===== src/rtl/irqlog_pkg.sv =====
package irqlog_pkg;
  localparam int DW = 16;

  typedef enum logic [1:0] {
    REG_MASK   = 2'd0,
    REG_PEND   = 2'd1,
    REG_LOGPTR = 2'd2,
    REG_CTRL   = 2'd3
  } regSel_e;

  localparam logic [DW-1:0] BIT_CNTZ    = 16'h0001;
  localparam logic [DW-1:0] BIT_MSGERR  = 16'h0800;
  localparam logic [DW-1:0] BIT_TESTF   = 16'h1000;
  localparam logic [DW-1:0] BIT_MEMF    = 16'h8000;
  localparam logic [DW-1:0] IRQ_BITS    = BIT_CNTZ | BIT_MSGERR | BIT_TESTF | BIT_MEMF;
  localparam logic [DW-1:0] MSG_CLASS   = BIT_CNTZ | BIT_MSGERR;
  localparam logic [DW-1:0] FAULT_CLASS = BIT_TESTF | BIT_MEMF;

  typedef struct packed {
    logic wrMask;
    logic wrLogPtr;
    logic wrCtrl;
    logic forceFault;
    logic clrPend;
  } hostStrb_t;

  function automatic logic [DW-1:0] mapEvents(input logic [3:0] ev);
    mapEvents = (ev[0] ? BIT_CNTZ   : '0) |
                (ev[1] ? BIT_MSGERR : '0) |
                (ev[2] ? BIT_TESTF  : '0) |
                (ev[3] ? BIT_MEMF   : '0);
  endfunction
endpackage


===== src/rtl/irqlog_ctrl.sv =====
module irqlog_ctrl
  import irqlog_pkg::*;
(
  input  logic       clk,
  input  logic       rstN,
  input  logic       hostSel,
  input  logic       hostWe,
  input  logic [1:0] hostAddr,
  input  logic [3:0] pendHiBits,
  output hostStrb_t  strb
);
  regSel_e sel;
  logic    isWr;
  logic    isRd;
  logic    otherAccess;
  logic    armed;

  assign sel         = regSel_e'(hostAddr);
  assign isWr        = hostSel && hostWe;
  assign isRd        = hostSel && !hostWe;
  assign otherAccess = hostSel && (sel != REG_PEND);

  always_comb begin
    strb            = '0;
    strb.wrMask     = isWr && (sel == REG_MASK);
    strb.wrLogPtr   = isWr && (sel == REG_LOGPTR);
    strb.wrCtrl     = isWr && (sel == REG_CTRL);
    strb.forceFault = isWr && (sel == REG_PEND) && (|pendHiBits);
    strb.clrPend    = otherAccess && armed;
  end

  always_ff @(posedge clk) begin
    if (!rstN) begin
      armed <= 1'b0;
    end else if (isRd && (sel == REG_PEND)) begin
      armed <= 1'b1;
    end else if (otherAccess) begin
      armed <= 1'b0;
    end
  end


  arm_after_read_chk: assert property (@(posedge clk) disable iff (!rstN)
    $rose(armed) |-> $past(isRd && hostAddr == 2'd1));
endmodule


===== src/rtl/irqlog_datapath.sv =====
module irqlog_datapath
  import irqlog_pkg::*;
#(
  parameter int PULSE_LEN = 3,
  parameter int LOG_IDX_W = 5
) (
  input  logic          clk,
  input  logic          rstN,
  input  logic [3:0]    evtIn,
  input  hostStrb_t     strb,
  input  logic [1:0]    hostAddr,
  input  logic [DW-1:0] hostWdata,
  output logic [DW-1:0] hostRdata,
  output logic          msgIrq,
  output logic          faultIrq,
  output logic          logWrEn,
  output logic [DW-1:0] logAddr,
  output logic [DW-1:0] logData
);
  localparam int CW     = $clog2(PULSE_LEN + 1);
  localparam int BASE_W = DW - LOG_IDX_W;

  logic [DW-1:0] maskReg;
  logic [DW-1:0] pendReg;
  logic [DW-1:0] logPtr;
  logic          logEn;
  logic [DW-1:0] newBits;
  logic          doLog;
  logic [1:0]    trig;
  logic [1:0]    irqOut;

  assign newBits = mapEvents(evtIn) & maskReg;
  assign doLog   = logEn && (|newBits);

  always_ff @(posedge clk) begin
    if (!rstN) begin
      maskReg <= '0;
      pendReg <= '0;
      logEn   <= 1'b0;
    end else begin
      pendReg <= strb.clrPend ? newBits : (pendReg | newBits);
      if (strb.wrMask) maskReg <= hostWdata & IRQ_BITS;
      if (strb.wrCtrl) logEn   <= hostWdata[0];
    end
  end

  always_ff @(posedge clk) begin
    if (!rstN) begin
      logPtr  <= '0;
      logWrEn <= 1'b0;
      logAddr <= '0;
      logData <= '0;
    end else begin
      logWrEn <= doLog;
      if (doLog) begin
        logAddr <= logPtr;
        logData <= newBits;
      end
      if (strb.wrLogPtr) begin
        logPtr <= hostWdata;
      end else if (doLog) begin
        logPtr <= {logPtr[DW-1:LOG_IDX_W], logPtr[LOG_IDX_W-1:0] + 1'b1};
      end
    end
  end

  assign trig[0] = |(newBits & MSG_CLASS);
  assign trig[1] = (|(newBits & FAULT_CLASS)) || strb.forceFault;

  for (genvar ch = 0; ch < 2; ch++) begin : g_pulse
    logic [CW-1:0] cnt;
    always_ff @(posedge clk) begin
      if (!rstN)            cnt <= '0;
      else if (trig[ch])    cnt <= CW'(PULSE_LEN);
      else if (cnt != '0)   cnt <= cnt - 1'b1;
    end
    assign irqOut[ch] = (cnt != '0);
  end

  assign msgIrq   = irqOut[0];
  assign faultIrq = irqOut[1];

  always_comb begin
    case (regSel_e'(hostAddr))
      REG_MASK:   hostRdata = maskReg;
      REG_PEND:   hostRdata = pendReg;
      REG_LOGPTR: hostRdata = logPtr;
      default:    hostRdata = {{(DW-1){1'b0}}, logEn};
    endcase
  end


  masked_drop_chk: assert property (@(posedge clk) disable iff (!rstN)
    ((pendReg & ~$past(pendReg) & ~$past(maskReg)) == '0));


  reserved_zero_chk: assert property (@(posedge clk) disable iff (!rstN)
    ((pendReg & ~IRQ_BITS) == '0) && ((maskReg & ~IRQ_BITS) == '0));


  log_gate_chk: assert property (@(posedge clk) disable iff (!rstN)
    logWrEn |-> $past(logEn));


  idx_step_chk: assert property (@(posedge clk) disable iff (!rstN)
    (logWrEn && !$past(strb.wrLogPtr)) |->
      (logPtr[LOG_IDX_W-1:0] == logAddr[LOG_IDX_W-1:0] + 1'b1) &&
      (logPtr[DW-1:LOG_IDX_W] == $past(logPtr[DW-1:LOG_IDX_W])));

  logic unusedBase;
  assign unusedBase = ^BASE_W;
endmodule


===== src/rtl/irqlog_top.sv =====
module irqlog_top
  import irqlog_pkg::*;
#(
  parameter int PULSE_LEN = 3,
  parameter int LOG_IDX_W = 5
) (
  input  logic        clk,
  input  logic        rstN,
  input  logic [3:0]  evtIn,
  input  logic        hostSel,
  input  logic        hostWe,
  input  logic [1:0]  hostAddr,
  input  logic [15:0] hostWdata,
  output logic [15:0] hostRdata,
  output logic        msgIrq,
  output logic        faultIrq,
  output logic        logWrEn,
  output logic [15:0] logAddr,
  output logic [15:0] logData
);
  hostStrb_t strb;

  irqlog_ctrl u_ctrl (
    .clk        (clk),
    .rstN       (rstN),
    .hostSel    (hostSel),
    .hostWe     (hostWe),
    .hostAddr   (hostAddr),
    .pendHiBits (hostWdata[15:12]),
    .strb       (strb)
  );

  irqlog_datapath #(
    .PULSE_LEN (PULSE_LEN),
    .LOG_IDX_W (LOG_IDX_W)
  ) u_dp (
    .clk       (clk),
    .rstN      (rstN),
    .evtIn     (evtIn),
    .strb      (strb),
    .hostAddr  (hostAddr),
    .hostWdata (hostWdata),
    .hostRdata (hostRdata),
    .msgIrq    (msgIrq),
    .faultIrq  (faultIrq),
    .logWrEn   (logWrEn),
    .logAddr   (logAddr),
    .logData   (logData)
  );
endmodule


===== config.mk =====
export PLATFORM = sky130hd
export DESIGN_NAME = irqlog_top
export DESIGN_NICKNAME = d
export VERILOG_FILES = /design/src/rtl/irqlog_pkg.sv /design/src/rtl/irqlog_ctrl.sv /design/src/rtl/irqlog_datapath.sv /design/src/rtl/irqlog_top.sv
export SDC_FILE = /design/constraint.sdc
export NUM_CORES = 1
export LEC_CHECK = 0
export ABC_AREA = 1
export BUFFER_PORTS_ARGS = -buffer_cell sky130_fd_sc_hd__clkbuf_2
export CAP_MARGIN = 10
export CORE_ASPECT_RATIO = 1.75
export CORE_MARGIN = 1
export CORE_UTILIZATION = 50
export CTS_CLUSTER_DIAMETER = 150
export DETAILED_ROUTE_END_ITERATION = 12
export GPL_ROUTABILITY_DRIVEN = 1
export PLACE_DENSITY = 0.79
export SYNTH_ARGS = -nofsm -noshare
export SYNTH_HDL_FRONTEND = slang
export SYNTH_SLANG_ARGS = --single-unit

===== constraint.sdc =====
create_clock -name clk -period 1.5 [get_ports clk]
set_input_delay 0.3 -clock clk [delete_from_list [all_inputs] [get_ports clk]]
set_output_delay 0.3 -clock clk [all_outputs]
set_load 0.01 [all_outputs]

Word-level counts from Yosys, hierarchy flattened
Cells that the tools add are included.

Eq/ne operators: 4. Reductions and logical operators: 24. Bitwise logic cells: 5. Mux-type cells: 14. Add/sub/neg operators: 3.

Operators by type and width (count): OR 16 bit (4); two-way mux 16 bit (3); case mux 16 bit (3 select lines) (1); AND 16 bit (1); OR reduction 16 bit (1); two-way mux 13 bit (1); two-way mux 12 bit (1); nonzero test 2 bit (6); logical AND 1 bit (11); two-way mux 2 bit (4); adder 5 x 1 -> 5 bit, second input constant (1); two-way mux 5 bit (1); equality test 2 bit, second input constant (2); OR reduction 2 bit (2); OR reduction 4 bit (1); subtractor 2 x 1 -> 2 bit, second input constant (2); two-way mux 1 bit (3); equality test 2 x 1 -> 1 bit, second input constant (1); zero test 2 bit (1); != test 2 x 1 -> 1 bit, second input constant (1); zero test 1 bit (1); logical OR 1 bit (1).

Output and inout bits: 51. Register bits: 75. Logic and storage cells: 61.

Logic depth before layout (Yosys ltp)
Gate-level depths: netlist of run 1.

Depth after elaboration: 9. Gate-level depth with buffers: 9.

Hierarchy
From an unflattened synthesis of run 1, not the netlist that was laid out.

Cells, all modules: 323. Area, all modules: 2275.9 µm².

Modules (own cells, without submodules): irqlog_datapath (sequential area each 1001.0 µm², area an instance 2178.3 µm², times used 1, cells each 303); irqlog_ctrl (sequential area each 20.0 µm², area an instance 97.6 µm², times used 1, cells each 20).

Worst setup path after synthesis of run 1
No wires, ideal clock.

Kind: input to output. Start: input hostAddr[0]. End: output hostRdata[0]. Path slack: 0.315 ns. Data arrival time: 0.885 ns. Cell stages on the path: 6. Path through: inv_1 > nor2_1 > nand2_1 > o21ai_0 > a21oi_1 > o21ai_0.

Longest elaborated chain between the ends: 2.

RTL lines: start: declaration (RTL line irqlog_top.sv:12) `input logic [1:0] hostAddr,`; equality test 2 bit, or another cell as far along (RTL line irqlog_datapath.sv:84) `case (regSel_e'(hostAddr))`; case mux 16 bit (3 select lines) * (RTL line irqlog_datapath.sv:84); end: declaration (RTL line irqlog_top.sv:14) `output logic [15:0] hostRdata,`.

Mark *: on every way between the ends. The rest lies on a longest branch, timed or not.

Worst setup path in the final report of run 1
Start: register u_dp.maskReg[12]. End: output hostRdata[12].

Longest elaborated chain between the ends: 1.

RTL lines: start: declaration (RTL line irqlog_datapath.sv:23) `logic [DW-1:0] maskReg;`; start signal: assignment (RTL line irqlog_datapath.sv:42) `if (strb.wrMask) maskReg <= hostWdata & IRQ_BITS;`; case mux 16 bit (3 select lines) (RTL line irqlog_datapath.sv:84).

Every way passes these cells.

==> run_results.csv, run 1 <==
group,metric,value,unit
die,die_area,4921,um2
grt,grt_max_degree,30,
timing,rsz0062_at_grt,"false",
pwr,total_power,2981,uW
pwr,powerDensity,1051,nW/um2
cells_and_area,antenna_cells,0,
route,viasPerCell,5.046,
route,drc,0,
critical_path,path_cells,"buf_4 > nand2_1 > nand3_1 > clkbuf_2",
route,via_count,2281,
pwr,cellLeakagePower,0.001370,uW
critical_path,r2r_cells,8,
critical_path,critical-path-slowest-cell,"dfxtp_1",
cells_and_area,nets,429,
die,num_rows,32,
clock_network,cts.path.max_buffers,2,
grt,grt_overflow,0,
yosys,yosysUniqueCellTypes,23,
route,routedWlPerCell,12.47,um
yosys,synth_top_area_share,0.4406,
timing,finClkSkew,0.008302,ns
yosys,synth_area_per_cell,7.086,um2
cells_and_area,final_area,2836,um2
critical_path,startpoint_type,"register",
grt,grt_pass1_vias,2182,
placement,gp_congestion,0.9390,
timing,min_period_over_period,0.9678,
clock_network,cts_tree,"done",
critical_path,cpPeakStageDelay,0.39,ns
run_status,status,"finished, final reports clean",
clock_network,clock-sinks,51,
yosys,yosysTopAreaCell,"dfxtp_1",
route,final_antenna_net_count,0,
route,first_iter_violations,70,
clock_network,worstSkewPairLatency,0.31,ns
grt,antenna_found_initial,0,
cells_and_area,area_growth,22.41,%
cells_and_area,final_layout_size_suffix_gt1_frac,0.2544,
yosys,synth_warnings,0,
timing,post-route-min-period,1.452,ns
placement,io_buffers,64,
route,firstDrtPassIters,4,
critical_path,worstSetupEndpointType,"output port",
die,die_y,92.06,um
critical_path,r2r-start,"u_dp.maskReg[0]$_SDFFE_PN0P_",
placement,placement.cell_area,2699,um2
route,wl,5637,um
die,die_x,53.46,um
yosys,syn_inst,327,
grt,grtUsageTotal,0.2522,
cells_and_area,layout_common_cells,"nor2_1, clkbuf_2, nand2_1",
critical_path,critPathArrivalTime,1.15,ns
timing,setup_violations,0,
worst_hold_path,holdPathEnd,"u_dp.logPtr[11]$_SDFFE_PN0P_",
worst_hold_path,hp-class,"in -> reg",
yosys,synth.cell_area,2317,um2
critical_path,crit_buf_inv,2,
grt,grt_pass1_wl,9232,um
clock_network,cts_root_buf,"clkbuf_8",
timing,drv_slew,0,
timing,hold_viol,0,
timing,max_freq,0.6888,GHz
yosys,synth-seq-cells,51,
clock_network,numCtsBuffers,5,
clock_network,htreeDepth,2,
placement,hpwlAfterDp,4238,um
worst_hold_path,min_from,"hostWdata[11]",
clock_network,clk_pin_slew,0.09,ns
critical_path,cp_top_family,"flip-flops",
cells_and_area,finish.utilization,0.6382,
clock_network,cts.hold.buffers_added,0,
yosys,ys_seq_area_frac,0.4406,
timing,fin_setup_tns,0,ns
critical_path,critical_path_required,1.20,ns
critical_path,worstPathMaxFanout,3,
job,maxCapViolCount,0,
cells_and_area,layout_commonest_cell,"nor2_1",
worst_hold_path,hold_depth,3,
die,core,4444,um2
critical_path,reg2reg_slack,0.13,ns
yosys,netlist_top_cells_area,"dfxtp_1, nor2_1, nand2_1",
pwr,ir_drop,0.0007751,V
die,initial_core_util,0.5214,
timing,whs,0.2539,ns
die,ios,77,
critical_path,r2r_end,"u_dp.logPtr[2]$_SDFFE_PN0P_",
critical_path,path_class,"reg -> out",
[routing by layer]
layer | wire [um] | track usage | vias up
met5 | 0 | 0 | -
met2 | 2956 | 0.4510 | 91
met1 | 2165 | 0.2541 | 1018
met4 | 238 | 0.1513 | 0
met3 | 276 | 0.04146 | 18
li1 | - | - | 1154
[worst min-delay path, stage by stage]
cell and delay [ns]:
clkbuf_2 0.09, nor2_1 0.04, nor2_1 0.09
[through the flow]
stage	worst slack [ns]	cells
after floorplan	0.3147	338
after global placement	0.1460	443
after detailed placement	0.1299	443
after CTS	0.01615	452
after global routing	0.002669	452
final	0.04825	452
[report_power, final]
| part | internal, uW | switching [uW] | leakage [uW] |
|---|---|---|---|
| Combinational | 224 | 316 | 0.000897 |
| Clock | 506 | 461 | 0.0000587 |
| Sequential | 1430 | 43.8 | 0.000415 |
[cell type report]
class / instances / area (um2)
Fill cell: 420 / 1608
Clock inverter: 3 / 47.55
Clock buffer: 5 / 68.82
Inverter: 36 / 137.6
Multi-Input combinational cell: 227 / 1035
Timing Repair Buffer: 79 / 457.9
Sequential cell: 51 / 1026
Tap cell: 51 / 63.81
[cells by family after synthesis]
logic type      after synthesis  share of synthesized area
other cells                   1                   0.001618
flops                        51                     0.4406
simple gates                146                     0.2570
buf+inv                      60                     0.1334
fa+ha+maj                     3                    0.01620
xor+xnor                      1                   0.003780
compound gates               65                     0.1474
[state kept, by name, summed over array words and instances (netlist names)]
signal	count
u_ctrl.armed	1
u_dp.g_pulse.cnt	4
u_dp.logAddr	16
u_dp.logData	4
u_dp.logEn	1
u_dp.logPtr	16
u_dp.logWrEn	1
u_dp.maskReg	4
u_dp.pendReg	4
[cell usage after synthesis]
master      n
o21ai_4     1
buf_2       1
o21ai_1     4
nand3_1    16
a21oi_1    23
o21ai_0    35
clkbuf_1    6
nor2_1     70
nor2_2      2
nor2_4      1
nand2_1    51
dfxtp_1    51
nand4_1     2
xor2_1      1
o2111ai_1   1
buf_4      12
a31oi_1     1
nand2_2     4
inv_2       1
ha_1        3
buf_6       5
inv_1      35
conb_1      1
[how the worst max path moves through the flow]
stage,from,to,slack [ns],cells past startpoint
2_1_floorplan,hostAddr[0],hostRdata[0],0.31,6
6_report,u_dp.maskReg[12]$_SDFFE_PN0P_,hostRdata[12],0.05,4
3_5_place_dp,hostAddr[0],u_dp.logPtr[1]$_SDFFE_PN0P_,0.13,9
5_1_grt,u_dp.logPtr[0]$_SDFFE_PN0P_,hostRdata[0],0.003,5
4_1_cts,u_dp.logPtr[0]$_SDFFE_PN0P_,hostRdata[0],0.02,5
3_3_place_gp,hostAddr[1],hostRdata[0],0.15,5
[timing repair]
action                     in CTS  in global routing
buffers inserted                1                  0
gates resized for setup         2                  9
setup endpoints to repair       1                  3
Note: power is estimated with default switching activity, not from simulation.
==> run 2: changes to the inputs <==
--- a/config.mk
+++ b/config.mk
@@ -9,7 +9,7 @@
 export BUFFER_PORTS_ARGS = -buffer_cell sky130_fd_sc_hd__clkbuf_2
 export CAP_MARGIN = 10
 export CORE_ASPECT_RATIO = 1.75
-export CORE_MARGIN = 1
+export CORE_MARGIN = 2
 export CORE_UTILIZATION = 50
 export CTS_CLUSTER_DIAMETER = 150
 export DETAILED_ROUTE_END_ITERATION = 12
==> run_results.csv, run 2 (synthesized netlist as in run 1, its figures left out) <==
group,metric,value,unit
run_status,status,"finished, final reports clean",
pwr,switching_power,763.4,uW
route,via_count,2273,
pwr,power_frac_seq,0.542,
pwr,cellLeakagePower,0.001332,uW
clock_network,clk_pin_slew,0.08,ns
timing,min_period_over_period,0.9450,
die,die_y,94.06,um
placement,io_buffers,64,
route,drc,0,
cells_and_area,layout_common_cells,"nor2_1, clkbuf_2, nand2_1",
timing,fin_setup_tns,0,ns
cells_and_area,antenna_cells,0,
timing,drv_slew,0,
route,met3_length,283,um
critical_path,cpPeakStageDelay,0.34,ns
pwr,p_comb_frac,0.195,
critical_path,r2r_cells,7,
critical_path,cp_top_family,"flip-flops",
placement,gp_congestion,0.8987,
clock_network,clock-sinks,51,
clock_network,cts_root_buf,"clkbuf_8",
critical_path,path_cells,"inv_1 > ha_1 > inv_2 > clkbuf_2",
cells_and_area,area_growth,19.01,%
critical_path,reg2reg_slack,0.19,ns
die,ios,77,
clock_network,htreeDepth,2,
grt,grtUsageTotal,0.2239,
timing,rsz0062_at_grt,"false",
critical_path,r2r_end,"u_dp.logAddr[11]$_SDFFE_PN0P_",
timing,max_freq,0.7055,GHz
route,firstDrtPassIters,4,
die,core,4444,um2
grt,grt_pass1_vias,2136,
cells_and_area,final_layout_size_suffix_gt1_frac,0.2354,
clock_network,cts_tree,"done",
critical_path,path_class,"reg -> out",
route,maxUsedRoutingLayer,"met4",
route,routedWlPerCell,12.24,um
critical_path,critPathArrivalTime,1.12,ns
job,maxCapViolCount,0,
cells_and_area,largestRegisters,"u_dp.logAddr x16, u_dp.logPtr x16",
critical_path,critical-path-slowest-cell,"dfxtp_1",
placement,hpwlAfterDp,4225,um
clock_network,cts.hold.buffers_added,0,
cells_and_area,layout_commonest_cell,"nor2_1",
timing,setup_violations,0,
pwr,clkPwrFrac,0.263,
critical_path,worstSetupEndpointType,"output port",
critical_path,r2r-start,"u_dp.maskReg[0]$_SDFFE_PN0P_",
critical_path,startpoint_type,"register",
cells_and_area,nFillCells,416,
grt,grt_overflow,0,
die,die_x,55.46,um
clock_network,numCtsBuffers,5,
critical_path,crit_buf_inv,3,
pwr,ir_drop,0.0009423,V
route,final_antenna_net_count,0,
pwr,powerDensity,985.7,nW/um2
die,die_area,5216,um2
pwr,intPower,1955,uW
route,viasPerCell,5.096,
placement,placement.cell_area,2669,um2
route,first_iter_violations,148,
route,wl_met2,2934,um
worst_hold_path,hp-class,"in -> reg",
clock_network,cts.path.max_buffers,2,
die,initial_core_util,0.5214,
critical_path,worstPathMaxFanout,4,
worst_hold_path,min_from,"hostWdata[12]",
grt,grt_pass1_wl,9239,um
route,m1WireLength,2030,um
die,num_rows,32,
cells_and_area,nets,425,
worst_hold_path,holdPathEnd,"u_dp.logPtr[12]$_SDFFE_PN0P_",
clock_network,worstSkewPairLatency,0.30,ns
timing,hold_viol,0,
timing,post-route-min-period,1.417,ns
timing,finClkSkew,0.004029,ns
worst_hold_path,hold_depth,3,
pwr,swShare,0.2809,
cells_and_area,final_area,2758,um2
grt,antenna_found_initial,0,
route,wl,5461,um
grt,grt_max_degree,30,
critical_path,critical_path_required,1.20,ns
[run 2: changes by cell type in the layout (fill, tap and decap cells not counted), sizes merged]
cell    previous run  this run
clkbuf            68        69
clkinv             1         0
buf               16        12
inv               37        36
bufinv             1         0
[run 2: worst reg2reg max path: cells and delay by family (launching register included)]
kind,cells,cell delay [ns]
AND/OR/NAND/NOR,6,0.69
flip-flops,1,0.39
buffers and inverters,1,0.19
[run 2: layer usage]
metal  up-vias  GRT usage
met5         -          0
met3        16    0.03857
met1      1027     0.2366
met2        84     0.4137
met4         0     0.1199
li1       1146          -
[run 2: worst max path at each step]
| stage | start | to | slack (ns) | cells after the start |
|---|---|---|---|---|
| detailed placement | hostAddr[0] | u_dp.logPtr[1]$_SDFFE_PN0P_ | 0.12 | 9 |
| CTS | u_dp.logPtr[0]$_SDFFE_PN0P_ | hostRdata[0] | 0.009 | 5 |
| floorplan | hostAddr[0] | hostRdata[0] | 0.31 | 6 |
| global route | u_dp.logPtr[0]$_SDFFE_PN0P_ | hostRdata[0] | 0.01 | 5 |
| finish | u_dp.g_pulse[0].cnt[0]$_SDFFE_PN0P_ | msgIrq | 0.08 | 4 |
| global placement | hostAddr[1] | hostRdata[0] | 0.16 | 5 |
[run 2: power by group through the flow]
stage / clock network, uW / registers, uW / logic [uW]
6_report: 715 / 1470 / 529
3_5_place_dp: 0 / 1510 / 517
2_1_floorplan: 0 / 1490 / 385
5_1_grt: 776 / 1480 / 609
3_3_place_gp: 0 / 1500 / 499
4_1_cts: 736 / 1470 / 521
[run 2: final cells by class]
type | instances | area (um2) | area share
multi-input cells | 227 | 1028 | 0.3730
flip-flops and latches | 51 | 1030 | 0.3734
well taps | 51 | 63.81 | 0.02314
inverters | 36 | 135.1 | 0.04900
repair buffers | 75 | 427.9 | 0.1552
clock buffers | 6 | 72.57 | 0.02632
[run 2: what timing repair did]
action                     CTS  global route
pin swaps                    0             1
resized for setup            3             6
buffers inserted             0             1
setup endpoints to repair    1             3
[run 2: through the flow]
| step | setup slack, ns | cells | power [uW] | hold WS, ns | util |
|---|---|---|---|---|---|
| floorplan | 0.3147 | 338 | 1878 | 0.4349 | - |
| global placement | 0.1648 | 439 | 2000 | 0.4500 | 0.6005 |
| detailed placement | 0.1218 | 439 | 2022 | 0.4512 | 0.6005 |
| CTS | 0.008578 | 445 | 2729 | 0.2572 | 0.6180 |
| global route | 0.01005 | 446 | 2868 | 0.2754 | 0.6205 |
| finish | 0.08255 | 446 | 2718 | 0.2635 | 0.6205 |
==> run 3: changes to the inputs <==
--- a/config.mk
+++ b/config.mk
@@ -14,7 +14,7 @@
 export CTS_CLUSTER_DIAMETER = 150
 export DETAILED_ROUTE_END_ITERATION = 12
 export GPL_ROUTABILITY_DRIVEN = 1
-export PLACE_DENSITY = 0.79
+export PLACE_DENSITY = 0.75
 export SYNTH_ARGS = -nofsm -noshare
 export SYNTH_HDL_FRONTEND = slang
 export SYNTH_SLANG_ARGS = --single-unit
==> run_results.csv, run 3 (synthesized netlist as in run 1, its figures left out) <==
group,metric,value,unit
pwr,cellLeakagePower,0.001359,uW
die,ios,77,
route,drc,0,
timing,hold_viol,0,
die,core,4444,um2
critical_path,crit_buf_inv,2,
pwr,power_frac_seq,0.474,
critical_path,critical-path-slowest-cell,"dfxtp_4",
grt,grt_pass1_wl,8776,um
cells_and_area,regArea,1026,um2
clock_network,clk_pin_slew,0.09,ns
timing,setup_violations,0,
route,routedWlPerCell,11.89,um
route,via_count,2213,
critical_path,critical_path_required,1.20,ns
die,die_x,55.46,um
clock_network,numCtsBuffers,5,
cells_and_area,instances_no_fill,448,
timing,drv_slew,0,
route,first_iter_violations,58,
route,final_antenna_net_count,0,
clock_network,cts.hold.buffers_added,0,
grt,grt_max_degree,39,
timing,whs,0.2520,ns
pwr,swShare,0.2550,
clock_network,clock-sinks,51,
grt,antenna_found_initial,0,
route,viasPerCell,4.940,
critical_path,critPathArrivalTime,1.14,ns
worst_hold_path,hold_depth,3,
critical_path,r2r-start,"u_dp.maskReg[0]$_SDFFE_PN0P_",
critical_path,path_cells,"inv_2 > o21ai_1 > a21oi_1 > o21ai_1 > buf_2",
cells_and_area,antenna_cells,0,
critical_path,startpoint_type,"register",
clock_network,cts.path.max_buffers,2,
timing,fin_setup_tns,0,ns
run_status,status,"finished, final reports clean",
placement,dp_cells,439,
pwr,intPower,2310,uW
timing,finClkSkew,0.006503,ns
pwr,switching_power,790.5,uW
cells_and_area,area_growth,21.44,%
cells_and_area,multiInputGateArea,1028,um2
grt,grt_overflow,0,
placement,io_buffers,64,
critical_path,reg2reg_slack,0.24,ns
cells_and_area,layout_commonest_cell,"nor2_1",
pwr,powerDensity,1102,nW/um2
clock_network,cts_tree,"done",
grt,grtUsageTotal,0.2145,
cells_and_area,largestRegisters,"u_dp.logAddr x16, u_dp.logPtr x16",
clock_network,htreeDepth,2,
cells_and_area,nFillCells,429,
grt,grt_pass1_vias,2037,
timing,rsz0062_at_grt,"false",
timing,min_period_over_period,0.9573,
die,die_area,5216,um2
critical_path,r2r_end,"u_dp.logAddr[12]$_SDFFE_PN0P_",
critical_path,path_class,"reg -> out",
clock_network,worstSkewPairLatency,0.30,ns
critical_path,crit_path_frequent_cell,"o21ai_1",
route,firstDrtPassIters,4,
cells_and_area,nets,425,
pwr,clkPwrFrac,0.355,
clock_network,cts_root_buf,"clkbuf_8",
timing,max_freq,0.6964,GHz
die,initial_core_util,0.5214,
worst_hold_path,min_from,"hostWdata[11]",
critical_path,cp_top_family,"flip-flops",
die,die_y,94.06,um
cells_and_area,final_layout_size_suffix_gt1_frac,0.2393,
placement,gp_congestion,0.8711,
die,num_rows,32,
critical_path,r2r_cells,7,
worst_hold_path,hp-class,"in -> reg",
worst_hold_path,holdPathEnd,"u_dp.logPtr[11]$_SDFFE_PN0P_",
critical_path,worstPathMaxFanout,3,
cells_and_area,layout_common_cells,"nor2_1, clkbuf_2, nand2_1",
pwr,p_comb_frac,0.172,
timing,post-route-min-period,1.436,ns
route,wl,5326,um
critical_path,cpPeakStageDelay,0.36,ns
critical_path,worstSetupEndpointType,"output port",
job,maxCapViolCount,0,
placement,hpwlAfterDp,4112,um
pwr,ir_drop,0.0008098,V
[run 3: cell count changes in the layout (fill, tap and decap cells not counted)]
| cell | before | now |
|---|---|---|
| bufinv_16 | 0 | 2 |
| dfxtp_4 | 2 | 1 |
| inv_2 | 2 | 3 |
| dfxtp_1 | 48 | 49 |
| inv_1 | 34 | 33 |
[run 3: how the worst max path moves through the flow]
| stage | startpoint | end | slack, ns | cells past startpoint |
|---|---|---|---|---|
| after floorplan | hostAddr[0] | hostRdata[0] | 0.31 | 6 |
| after global placement | hostAddr[0] | u_dp.logPtr[1]$_SDFFE_PN0P_ | 0.16 | 9 |
| after detailed placement | hostAddr[0] | u_dp.logPtr[1]$_SDFFE_PN0P_ | 0.11 | 9 |
| after CTS | u_dp.logPtr[0]$_SDFFE_PN0P_ | hostRdata[0] | 0.002 | 5 |
| after global routing | u_dp.g_pulse[1].cnt[0]$_SDFFE_PN0P_ | faultIrq | 0.005 | 4 |
| final | u_dp.logPtr[0]$_SDFFE_PN0P_ | hostRdata[0] | 0.06 | 5 |
[run 3: what timing repair did]
action	in CTS	in global routing
endpoints found under the setup margin	1	2
hold endpoints to repair	0	0
buffers inserted	0	1
gates resized for setup	4	4
[run 3: layout make-up]
cell class	instances	area share
clock buffers	6	0.02579
inverters	36	0.04802
clock inverters	2	0.02134
multi-input cells	227	0.3655
well taps	51	0.02268
flip-flops and latches	51	0.3646
repair buffers	75	0.1521
[run 3: per-stage QoR]
| step | power, uW | setup slack, ns | area [um2] | util |
|---|---|---|---|---|
| floorplan | 1878 | 0.3147 | 2359 | - |
| global placement | 2003 | 0.1639 | 2669 | 0.6005 |
| detailed placement | 2025 | 0.1108 | 2669 | 0.6005 |
| CTS | 3123 | 0.002098 | 2806 | 0.6315 |
| global route | 3255 | 0.004783 | 2814 | 0.6332 |
| finish | 3100 | 0.06406 | 2814 | 0.6332 |
[run 3: worst register-to-register path: stages, from the launching register on]
cell and delay, ns:
dfxtp_1 0.40, nand2_1 0.12, nand2_2 0.13, nor2_2 0.06
nor2_4 0.16, buf_4 0.18, nor2_1 0.05, nor2_1 0.11
[run 3: power by group through the flow]
stage | registers (uW) | logic (uW) | clock network [uW]
global route | 1480 | 618 | 1160
detailed placement | 1500 | 523 | 0
CTS | 1470 | 530 | 1120
finish | 1470 | 532 | 1100
global placement | 1500 | 501 | 0
floorplan | 1490 | 385 | 0
[run 3: layer usage]
metal | GRT usage | wire length [um] | up-vias
met4 | 0.1098 | 206 | 0
met1 | 0.2213 | 1976 | 963
met5 | 0 | 0 | -
li1 | - | - | 1151
met2 | 0.4067 | 2876 | 83
met3 | 0.03444 | 267 | 16
